[src/rtl/rseq_pkg.sv]
// Shared types for the reset sequencer.
// Assumes: only the reset sequencer and its submodules import this package.
package rseq_pkg;

    // Sequencer phase: quiet, pin held low, or timed transition.
    typedef enum logic [1:0] {
        ST_IDLE = 2'd0,
        ST_HOLD = 2'd1,
        ST_XFER = 2'd2
    } rseq_state_e;

    // Scope of the reset in progress.
    typedef enum logic {
        KIND_SOFT = 1'b0,
        KIND_FULL = 1'b1
    } rseq_kind_e;

endpackage

[src/rtl/rseq_pin_sync.sv]
// Brings the asynchronous external reset pin into the clock domain.
// Assumes: the pin idles high; STAGES >= 1; the output resets to 1.
module rseq_pin_sync #(
    parameter int STAGES = 2
) (
    input  logic clk,
    input  logic rst_n,
    input  logic pin_n,
    output logic pin_s
);

    logic [STAGES-1:0] chain;

    generate
        if (STAGES == 1) begin : g_single
            // Single capture flop.
            always_ff @(posedge clk) begin
                if (!rst_n) chain <= '1;
                else        chain <= pin_n;
            end
        end else begin : g_multi
            // Shift register of capture flops.
            always_ff @(posedge clk) begin
                if (!rst_n) chain <= '1;
                else        chain <= {chain[STAGES-2:0], pin_n};
            end
        end
    endgenerate

    assign pin_s = chain[STAGES-1];

endmodule

[src/rtl/rseq_fsm.sv]
// Decides which reset runs and for how long, and drives the default strobes.
// Assumes: pin_s is already synchronous; sw_req is a one-cycle write qualifier.
// A full reset overrides a running software reset; the counter reloads on
// every new trigger so the transition always lasts RST_CYCLES cycles.
module rseq_fsm
    import rseq_pkg::*;
#(
    parameter int RST_CYCLES = 8,
    localparam int CNT_W = (RST_CYCLES < 2) ? 1 : $clog2(RST_CYCLES)
) (
    input  logic        clk,
    input  logic        rst_n,
    input  logic        pin_s,
    input  logic        pwr_active,
    input  logic        sw_req,
    output rseq_state_e state,
    output logic        busy,
    output logic        busy_nxt,
    output logic        fin,
    output logic        dflt_all,
    output logic        dflt_kept,
    output logic        swrst
);

    localparam logic [CNT_W-1:0] CNT_LOAD = CNT_W'(RST_CYCLES - 1);

    rseq_state_e      state_n;
    rseq_kind_e       kind, kind_n;
    logic [CNT_W-1:0] cnt, cnt_n;
    logic             pwr_q;
    logic             pwr_rise;
    logic             hw_low;

    assign pwr_rise = pwr_active && !pwr_q;
    assign hw_low   = pwr_active && !pin_s;

    // Remember the previous power mode to detect entry into the active mode.
    always_ff @(posedge clk) begin
        if (!rst_n) pwr_q <= 1'b0;
        else        pwr_q <= pwr_active;
    end

    // Next-state selection with priority: pin, power entry, software request.
    always_comb begin
        state_n = state;
        kind_n  = kind;
        cnt_n   = cnt;
        unique case (state)
            ST_IDLE: begin
                if (hw_low) begin
                    state_n = ST_HOLD;
                    kind_n  = KIND_FULL;
                end else if (pwr_rise) begin
                    state_n = ST_XFER;
                    kind_n  = KIND_FULL;
                    cnt_n   = CNT_LOAD;
                end else if (sw_req && pwr_active) begin
                    state_n = ST_XFER;
                    kind_n  = KIND_SOFT;
                    cnt_n   = CNT_LOAD;
                end
            end
            ST_HOLD: begin
                if (pin_s) begin
                    state_n = ST_XFER;
                    kind_n  = KIND_FULL;
                    cnt_n   = CNT_LOAD;
                end
            end
            ST_XFER: begin
                if (hw_low) begin
                    state_n = ST_HOLD;
                    kind_n  = KIND_FULL;
                end else if (pwr_rise) begin
                    kind_n  = KIND_FULL;
                    cnt_n   = CNT_LOAD;
                end else if (cnt == '0) begin
                    state_n = ST_IDLE;
                end else begin
                    cnt_n   = cnt - 1'b1;
                end
            end
            default: begin
                state_n = ST_IDLE;
                kind_n  = KIND_SOFT;
            end
        endcase
    end

    // State, kind and countdown registers.
    always_ff @(posedge clk) begin
        if (!rst_n) begin
            state <= ST_IDLE;
            kind  <= KIND_SOFT;
            cnt   <= '0;
        end else begin
            state <= state_n;
            kind  <= kind_n;
            cnt   <= cnt_n;
        end
    end

    assign busy      = (state != ST_IDLE);
    assign busy_nxt  = (state_n != ST_IDLE);
    assign fin       = (state == ST_XFER) && (state_n == ST_IDLE);
    assign dflt_all  = busy;
    assign dflt_kept = busy && (kind == KIND_FULL);
    assign swrst     = (state == ST_XFER) && (kind == KIND_SOFT);

    assert_lowpwr_pin_R2: assert property (@(posedge clk) disable iff (!rst_n)
        (state == ST_IDLE && !pwr_active) |=> (state != ST_HOLD));

    assert_pin_release_R1: assert property (@(posedge clk) disable iff (!rst_n)
        (state == ST_HOLD && pin_s) |=> (state == ST_XFER && cnt == CNT_LOAD));

    assert_xfer_span_R6: assert property (@(posedge clk) disable iff (!rst_n)
        (state == ST_IDLE && $past(state) == ST_XFER) |-> ($past(cnt) == '0));

    assert_soft_start_R4: assert property (@(posedge clk) disable iff (!rst_n)
        (state == ST_IDLE && pwr_active && pin_s && !pwr_rise && sw_req)
            |=> (dflt_all && !dflt_kept && swrst));

    assert_escalate_R9: assert property (@(posedge clk) disable iff (!rst_n)
        (swrst && hw_low) |=> (dflt_kept && state == ST_HOLD));

endmodule

[src/rtl/rseq_done_irq.sv]
// Completion flag (write-one-to-clear, unmaskable) and the active-low interrupt.
// Assumes: fin pulses for one cycle at the end of a transition and busy_nxt
// is high whenever a reset is running or about to start.
module rseq_done_irq (
    input  logic clk,
    input  logic rst_n,
    input  logic fin,
    input  logic busy,
    input  logic busy_nxt,
    input  logic clr_req,
    output logic rst_done,
    output logic irq_n
);

    logic done_n;

    // Completion beats a clear in the same cycle; a running reset keeps the flag low.
    always_comb begin
        if (fin)           done_n = 1'b1;
        else if (busy_nxt) done_n = 1'b0;
        else if (clr_req)  done_n = 1'b0;
        else               done_n = rst_done;
    end

    // Flag and interrupt pin registers.
    always_ff @(posedge clk) begin
        if (!rst_n) begin
            rst_done <= 1'b0;
            irq_n    <= 1'b1;
        end else begin
            rst_done <= done_n;
            irq_n    <= !done_n;
        end
    end

    assert_done_low_busy_R6: assert property (@(posedge clk) disable iff (!rst_n)
        busy |-> !rst_done);

    assert_done_at_end_R6: assert property (@(posedge clk) disable iff (!rst_n)
        $rose(rst_done) |-> $past(fin));

    assert_w1c_keep_R7: assert property (@(posedge clk) disable iff (!rst_n)
        (rst_done && !clr_req && !busy_nxt) |=> rst_done);

    assert_irq_low_R6: assert property (@(posedge clk) disable iff (!rst_n)
        $rose(rst_done) |-> $fell(irq_n));

endmodule

[src/rtl/rseq_engine_gate.sv]
// Holds the processing engine idle across resets until the start word is written.
// Assumes: busy and busy_nxt come from the sequencer state machine.
module rseq_engine_gate #(
    parameter int                 RUN_W     = 16,
    parameter logic [RUN_W-1:0]   RUN_START = 1
) (
    input  logic             clk,
    input  logic             rst_n,
    input  logic             busy,
    input  logic             busy_nxt,
    input  logic             run_wr,
    input  logic [RUN_W-1:0] run_wdata,
    output logic             run
);

    logic wr_ok;

    assign wr_ok = run_wr && !busy && !busy_nxt;

    // Engine enable: cleared by any reset, loaded only outside a reset.
    always_ff @(posedge clk) begin
        if (!rst_n)               run <= 1'b0;
        else if (busy || busy_nxt) run <= 1'b0;
        else if (wr_ok)           run <= (run_wdata == RUN_START);
    end

    assert_run_word_R8: assert property (@(posedge clk) disable iff (!rst_n)
        $rose(run) |-> $past(run_wr && run_wdata == RUN_START));

    assert_idle_busy_R8: assert property (@(posedge clk) disable iff (!rst_n)
        busy |-> !run);

endmodule

[src/rtl/reset_sequencer.sv]
// Top of the reset sequencer: pin synchronizer, state machine, completion
// flag and engine gate. Assumes all write strobes are one-cycle and synchronous.
module reset_sequencer
    import rseq_pkg::*;
#(
    parameter int RST_CYCLES  = 8,
    parameter int SYNC_STAGES = 2,
    parameter int CTRL_W      = 16,
    parameter int STAT_W      = 32,
    parameter int RUN_W       = 16,
    parameter int SWRST_BIT   = 7,
    parameter int DONE_BIT    = 15,
    parameter int RUN_START   = 1
) (
    input  logic              clk,
    input  logic              rst_n,
    input  logic              rst_pin_n,
    input  logic              pwr_active,
    input  logic              ctrl_wr,
    input  logic [CTRL_W-1:0] ctrl_wdata,
    input  logic              stat_wr,
    input  logic [STAT_W-1:0] stat_wdata,
    input  logic              run_wr,
    input  logic [RUN_W-1:0]  run_wdata,
    output logic              dflt_all_o,
    output logic              dflt_kept_o,
    output logic              swrst_o,
    output logic              rst_done_o,
    output logic              irq_n_o,
    output logic              engine_run_o
);

    localparam logic [RUN_W-1:0] START_WORD = RUN_W'(RUN_START);

    logic        pin_s;
    logic        sw_req;
    logic        clr_req;
    logic        busy, busy_nxt, fin;
    rseq_state_e state;
    logic        unused_bits;

    assign sw_req      = ctrl_wr && ctrl_wdata[SWRST_BIT];
    assign clr_req     = stat_wr && stat_wdata[DONE_BIT];
    assign unused_bits = ^{ctrl_wdata, stat_wdata, state};

    rseq_pin_sync #(
        .STAGES (SYNC_STAGES)
    ) i_sync (
        .clk   (clk),
        .rst_n (rst_n),
        .pin_n (rst_pin_n),
        .pin_s (pin_s)
    );

    rseq_fsm #(
        .RST_CYCLES (RST_CYCLES)
    ) i_fsm (
        .clk        (clk),
        .rst_n      (rst_n),
        .pin_s      (pin_s),
        .pwr_active (pwr_active),
        .sw_req     (sw_req),
        .state      (state),
        .busy       (busy),
        .busy_nxt   (busy_nxt),
        .fin        (fin),
        .dflt_all   (dflt_all_o),
        .dflt_kept  (dflt_kept_o),
        .swrst      (swrst_o)
    );

    rseq_done_irq i_done (
        .clk      (clk),
        .rst_n    (rst_n),
        .fin      (fin),
        .busy     (busy),
        .busy_nxt (busy_nxt),
        .clr_req  (clr_req),
        .rst_done (rst_done_o),
        .irq_n    (irq_n_o)
    );

    rseq_engine_gate #(
        .RUN_W     (RUN_W),
        .RUN_START (START_WORD)
    ) i_engine (
        .clk       (clk),
        .rst_n     (rst_n),
        .busy      (busy),
        .busy_nxt  (busy_nxt),
        .run_wr    (run_wr),
        .run_wdata (run_wdata),
        .run       (engine_run_o)
    );

    assert_kept_in_all_R3: assert property (@(posedge clk) disable iff (!rst_n)
        dflt_kept_o |-> dflt_all_o);

    assert_lowpwr_sw_R5: assert property (@(posedge clk) disable iff (!rst_n)
        (!busy && !pwr_active && ctrl_wr) |=> !swrst_o);

endmodule

[config.mk]
export PLATFORM = sky130hd
export DESIGN_NAME = reset_sequencer
export DESIGN_NICKNAME = d
export VERILOG_FILES = /design/src/rtl/rseq_pkg.sv /design/src/rtl/rseq_pin_sync.sv /design/src/rtl/rseq_fsm.sv /design/src/rtl/rseq_done_irq.sv /design/src/rtl/rseq_engine_gate.sv /design/src/rtl/reset_sequencer.sv
export SDC_FILE = /design/constraint.sdc
export NUM_CORES = 1
export LEC_CHECK = 0
export BUFFER_PORTS_ARGS = -buffer_cell sky130_fd_sc_hd__buf_2
export CAP_MARGIN = 40
export CELL_PAD_IN_SITES_DETAIL_PLACEMENT = 1
export CELL_PAD_IN_SITES_GLOBAL_PLACEMENT = 1
export CORE_ASPECT_RATIO = 2
export CORE_MARGIN = 4
export CORE_UTILIZATION = 24
export DETAILED_ROUTE_END_ITERATION = 6
export GPL_ROUTABILITY_DRIVEN = 0
export PLACE_DENSITY = 0.87
export SYNTH_ARGS = -nofsm -noshare
export SYNTH_HDL_FRONTEND = slang
export SYNTH_HIERARCHICAL = 1
export SYNTH_SLANG_ARGS = --single-unit
[constraint.sdc]
create_clock -name clk -period 4.5 [get_ports clk]
set_input_delay 0.9 -clock clk [delete_from_list [all_inputs] [get_ports clk]]
set_output_delay 0.9 -clock clk [all_outputs]
set_load 0.02 [all_outputs]
==> impl_metrics.toml, run 1 <==
[route]
vias = 749
drt_first_iter_violations = 8
wl_per_cell_um = 15.5
dr.pass1.iters = 4
drc_errors = 0
antenna_left = 0
wl_mm = 2.28
drt-vias-per-instance = 5.10

[timing]
fin_ws_ns = 2.24
fmax_mhz = 442
finalCritPeriodShare = 0.503
finalMaxSlewViolations = 0
tns_ns = 0
hold_viol = 0
finClkSkew_ns = 0.00154
maxSlewHeadroom = 0.748
worst_pin_slew_ns = 0.374
setup_violations = 0
period_minus_slack_ns = 2.26
rsz0062_at_grt = "false"

[power]
peakVddDrop_mv = 0.179
power.leakage_nw = 0.457
power.density_mw_per_mm2 = 352

[yosys]
synthTopCellsByArea = "dfxtp_1, ha_1, nand2b_1"
syn_area_um2 = 757
syn_area_per_cell_um2 = 9.01
seq_area_frac_synth = 0.317
synth_area_leader_cell = "dfxtp_1"
yosysWarnings = 6
synthTopCellsByCount = "dfxtp_1, inv_1, ha_1, nand2b_1, nor2_1"
synth_top_area_frac = 0.317
async_reset_ff_frac = 0
synth_cell_types = 34
syn_inst = 84
synth_most_common_cell = "dfxtp_1"
synth_edf_count = 0
ys_ff_latch = 12
synth_nets = 161
ys.flop_type = "dfxtp_1"

[cts]
insertion_delay_ns = 0.23
cts_tree = "built"
ctsResizeCount = 0
clock-sinks = 12
htree_levels = 1
clkSlewWorstSetupHoldPaths_ns = 0.05
clockBufferDepth = 2
cts_made_buffers = 3
cts-root-buf = "clkbuf_8"
post-cts-setup-buffers = 0
hold_buffers = 0

[die]
design.die.area_mm2 = 0.00417
io_pins = 77
die_height_um = 87.4
die_w_um = 47.7
core-area_mm2 = 0.00301
start_util = 0.251
row_count = 28

[global_route]
grt_pass1_vias = 924
grt_pass1_wl_mm = 3.82
grt_util_all_layers = 0.126
grt_max_degree = 9
grt_overflow = 0
antenna_found_initial = 0

[final_layout]
regArea_um2 = 240
syn_to_final_growth_pct = 31.1
drive_gt1_frac = 0.359
fillers = 373
nets = 195
n_antenna_cell = 0
multi_input_area_um2 = 483

[min_path]
min_path_type = "reg -> reg"

[job]
maxCapViolCount = 0

[outcome]
status = "complete, no violations"

[worst_setup_path]
arrival_ns = 1.36
critPathKind = "reg -> out"
critPathRequiredTime_ns = 3.60
cp-start-kind = "register"
worst-path-max-fanout = 7
endpoint_kind = "primary output"

[place]
port-buffer-count = 30
place_ws_ns = 2.07
dp_hpwl_mm = 1.98
[flip-flops by register name (all words and copies together) (netlist names)]
| signal | cells |
|---|---|
| i_engine/run | 1 |
| i_sync/chain | 2 |
| i_done/irq_n | 1 |
| i_fsm/kind | 1 |
| i_fsm/cnt | 3 |
| i_fsm/state | 2 |
| i_fsm/pwr_q | 1 |
| i_done/rst_done | 1 |
[worst max-delay path, cell delays in order (launching register included)]
cell     delay [ns]
dfxtp_1        0.39
inv_1          0.11
ha_1           0.31
nor2b_1        0.17
buf_2          0.15
[cell usage in the layout, fill, tap and decap left out]
cell / synthesis / final
buf_2: 0 / 30
dfxtp_1: 12 / 12
inv_1: 7 / 7
nor2_1: 6 / 6
nand2b_1: 6 / 6
ha_1: 6 / 6
nand2_1: 5 / 5
clkbuf_8: 0 / 4
o21ai_0: 4 / 4
and2_1: 3 / 3
nor4_2: 3 / 3
a21oi_1: 3 / 3
nand3_1: 3 / 3
and2b_1: 2 / 2
or2b_1: 2 / 2
nor2b_1: 2 / 2
nor3b_2: 1 / 1
o21a_1: 1 / 1
nor4b_2: 1 / 1
nand4_1: 1 / 1
o211ai_1: 1 / 1
o21ai_2: 1 / 1
o221ai_1: 1 / 1
nand3b_1: 1 / 1
o221ai_2: 1 / 1
a41o_1: 1 / 1
and3_1: 1 / 1
a211oi_4: 1 / 1
a311oi_1: 1 / 1
a31oi_1: 1 / 1
o22ai_1: 1 / 1
mux2i_1: 1 / 1
and4_1: 1 / 1
nor3_1: 1 / 1
o211a_1: 1 / 1
[power breakdown]
part	switching [mW]	internal, mW	leakage [nW]
clock network	0.0375	0.0771	0.0288
logic	0.0629	0.0449	0.329
registers	0.00896	0.118	0.0991
total	0.109	0.240	0.457
[metal layers]
metal,GRT usage,part of all wire,up-vias
met5,0,0,-
met4,0.0613,0.030,0
met3,0.0166,0.042,8
met2,0.247,0.63,28
met1,0.108,0.30,349
li1,-,-,364
[final timing paths]
| kind | startpoint | to | slack, ns | depth (start not counted) |
|---|---|---|---|---|
| setup / recovery | i_fsm/state[0] | swrst_o | 2.24 | 4 |
| hold / removal | i_sync/chain[0] | i_sync/chain[1] | 0.42 | 1 |
| setup reg to reg | i_fsm/state[0] | i_done/rst_done | 2.45 | 8 |
| hold reg to reg | i_sync/chain[0] | i_sync/chain[1] | 0.42 | 1 |
[logic make-up after synthesis]
family | count (synthesis) | share of synthesized area
simple gates | 39 | 0.336
compound gates | 18 | 0.190
flops | 12 | 0.317
buf+inv | 8 | 0.0446
fa+ha+maj | 6 | 0.0992
mux | 1 | 0.0132
[cell type report]
class / instances / share of cell area
multi-input combinational: 64 / 0.487
tap: 30 / 0.0378
inverter: 7 / 0.0265
timing repair buffer: 30 / 0.151
clock buffer: 4 / 0.0555
sequential: 12 / 0.242
[through the flow]
stage | utilization | hold slack (ns) | std cells | area (µm²) | total power [mW]
2_1_floorplan | - | 0.386 | 84 | 757 | 0.200
3_3_place_gp | 0.311 | 0.389 | 143 | 937 | 0.228
3_5_place_dp | 0.311 | 0.399 | 143 | 937 | 0.238
4_1_cts | 0.329 | 0.427 | 147 | 992 | 0.355
5_1_grt | 0.329 | 0.451 | 147 | 992 | 0.372
6_report | 0.329 | 0.423 | 147 | 992 | 0.350
No activity file was read; power rests on OpenSTA's default activity.
==> run 2, diff against run 1 <==
- ABC_AREA: default -> 1
- CORE_UTILIZATION: 24 -> 22
- PLACE_DENSITY: 0.87 -> 0.82
- clock period: 4.5 -> 2.2 ns (I/O delays scaled with it)
==> run 2 against run 1 <==
Compared with the run above: wire length fell by 8.0%; synthesized cell count up 58%; clock skew is 0.00059 ns lower; clock power up 71%; worst setup slack got worse by 1.8 ns; sequential power rose by 100%; synthesized area increased by 10%; first-iteration DRC count fell by 63%; final cell count is 46% higher; cell area rose by 9.0%; critical endpoint unchanged.
==> impl_metrics.toml, run 2 <==
[outcome]
status = "complete, no violations"

[die]
die_w_um = 51.6
core-area_mm2 = 0.00365
row_count = 31
start_util = 0.229
die_height_um = 95.2
design.die.area_mm2 = 0.00491
io_pins = 77

[power]
power.density_mw_per_mm2 = 614
power.leakage_nw = 0.607
peakVddDrop_mv = 0.310

[route]
wl_met3_um = 115
drt_first_iter_violations = 3
drt-met1-wl_um = 679
drt-vias-per-instance = 4.14
drc_errors = 0
met2WireLength_mm = 1.21
top_layer = "met4"
wl_mm = 2.10
antenna_left = 0
vias = 885
wl_per_cell_um = 9.80
dr.pass1.iters = 4

[worst_setup_path]
endpoint_kind = "primary output"
worst-path-max-fanout = 5
reg2reg_slack_ns = 0.51
critPathRequiredTime_ns = 1.76
critPathKind = "reg -> out"
arrival_ns = 1.35
cp-start-kind = "register"

[global_route]
grt_pass1_wl_mm = 3.56
grt_util_all_layers = 0.0981
grt_max_degree = 11
antenna_found_initial = 0
grt_overflow = 0
grt_pass1_vias = 904

[yosys]
synth_cell_types = 20
synthTopCellsByArea = "dfxtp_1, nand2_1, inv_1"
syn_area_per_cell_um2 = 6.28
ys_ff_latch = 12
synth_edf_count = 0
syn_area_um2 = 836
ys.flop_type = "dfxtp_1"
yosysWarnings = 6
seq_area_frac_synth = 0.287
async_reset_ff_frac = 0
synth_nets = 210
synthTopCellsByCount = "nand2_1, inv_1, nor2_1"
synth_most_common_cell = "nand2_1"
synth_area_leader_cell = "dfxtp_1"
synth_top_area_frac = 0.287
syn_inst = 133

[cts]
cts_tree = "built"
cts_made_buffers = 3
hold_buffers = 0
clock-sinks = 12
ctsResizeCount = 0
post-cts-setup-buffers = 0
clockBufferDepth = 2
cts-root-buf = "clkbuf_8"
clkSlewWorstSetupHoldPaths_ns = 0.05
insertion_delay_ns = 0.24
htree_levels = 1

[final_layout]
largest_register_ffs = 3
top_regs = "i_fsm/cnt: 3 flops, i_fsm/state: 2 flops, i_sync/chain: 2 flops"
drive_gt1_frac = 0.291
regMostFlops = "i_fsm/cnt"
fillers = 513
finish.utilization = 0.297
final_common_cell = "nand2_1"
nets = 244
mostFrequentLayoutCells = "nand2_1, buf_2, inv_1, nor2_1, dfxtp_1"
n_antenna_cell = 0
syn_to_final_growth_pct = 29.3

[timing]
finalCritPeriodShare = 0.813
hold_viol = 0
finalMaxSlewViolations = 0
fmax_mhz = 559
rsz0062_at_grt = "false"
finClkSkew_ns = 0.000951
maxSlewHeadroom = 0.793
period_minus_slack_ns = 1.79
setup_violations = 0
worst_pin_slew_ns = 0.310
tns_ns = 0

[place]
dp_hpwl_mm = 1.88
port-buffer-count = 30

[min_path]
min_path_type = "in -> reg"

[job]
maxCapViolCount = 0
## run 2: changes by cell type after synthesis, moves of 5 or more
cell | previous run | this run
nand2_1 | 5 | 36
nor2_1 | 6 | 25
inv_1 | 7 | 25
nand2b_1 | 6 | 0
nand2_2 | 0 | 5
## run 2: kinds of logic after synthesis
logic type / synth area share
simple gates: 0.434
buf+inv: 0.130
flops: 0.287
compound gates: 0.0479
fa+ha+maj: 0.0898
xor+xnor: 0.0105
## run 2: final timing paths
kind | startpoint | end | cells past startpoint
setup reg to reg | i_fsm/state[0] | i_done/irq_n | 12
setup / recovery | i_fsm/state[0] | swrst_o | 5
hold / removal | rst_pin_n | i_sync/chain[0] | 3
hold reg to reg | i_sync/chain[0] | i_sync/chain[1] | 2
## run 2: power by group
group          switching [mW]  leakage, nW  internal (mW)
combinational           0.132        0.486         0.0823
sequential             0.0136       0.0992          0.240
clock                  0.0762       0.0216          0.120
total                   0.221        0.607          0.443
## run 2: critical path: stages (launching register included)
cell     delay (ns)
dfxtp_1        0.41
inv_1          0.09
ha_1           0.24
inv_1          0.16
nor2_1         0.06
buf_2          0.16
## run 2: metal layers
layer	track usage	up-vias
met2	0.198	26
met3	0.00939	6
li1	-	455
met1	0.0753	398
met4	0.0875	0
met5	0	-
## run 2: cell type report
class                           instances  area, µm²  area share
Multi-Input combinational cell         93        487       0.450
Sequential cell                        12        240       0.222
Clock buffer                            3       41.3      0.0382
Inverter                               27        101      0.0937
Timing Repair Buffer                   30        150       0.139
Tap cell                               49       61.3      0.0567
## run 2: per-stage QoR
stage | hold WS, ns | instances | setup WS (ns) | instance area [µm²] | total power, mW
finish | 0.381 | 214 | 0.411 | 1080 | 0.664
CTS | 0.371 | 214 | 0.390 | 1080 | 0.679
floorplan | 0.380 | 133 | 0.758 | 836 | 0.412
global placement | 0.387 | 211 | 0.490 | 1040 | 0.472
detailed placement | 0.398 | 211 | 0.465 | 1040 | 0.479
global route | 0.381 | 214 | 0.261 | 1080 | 0.716
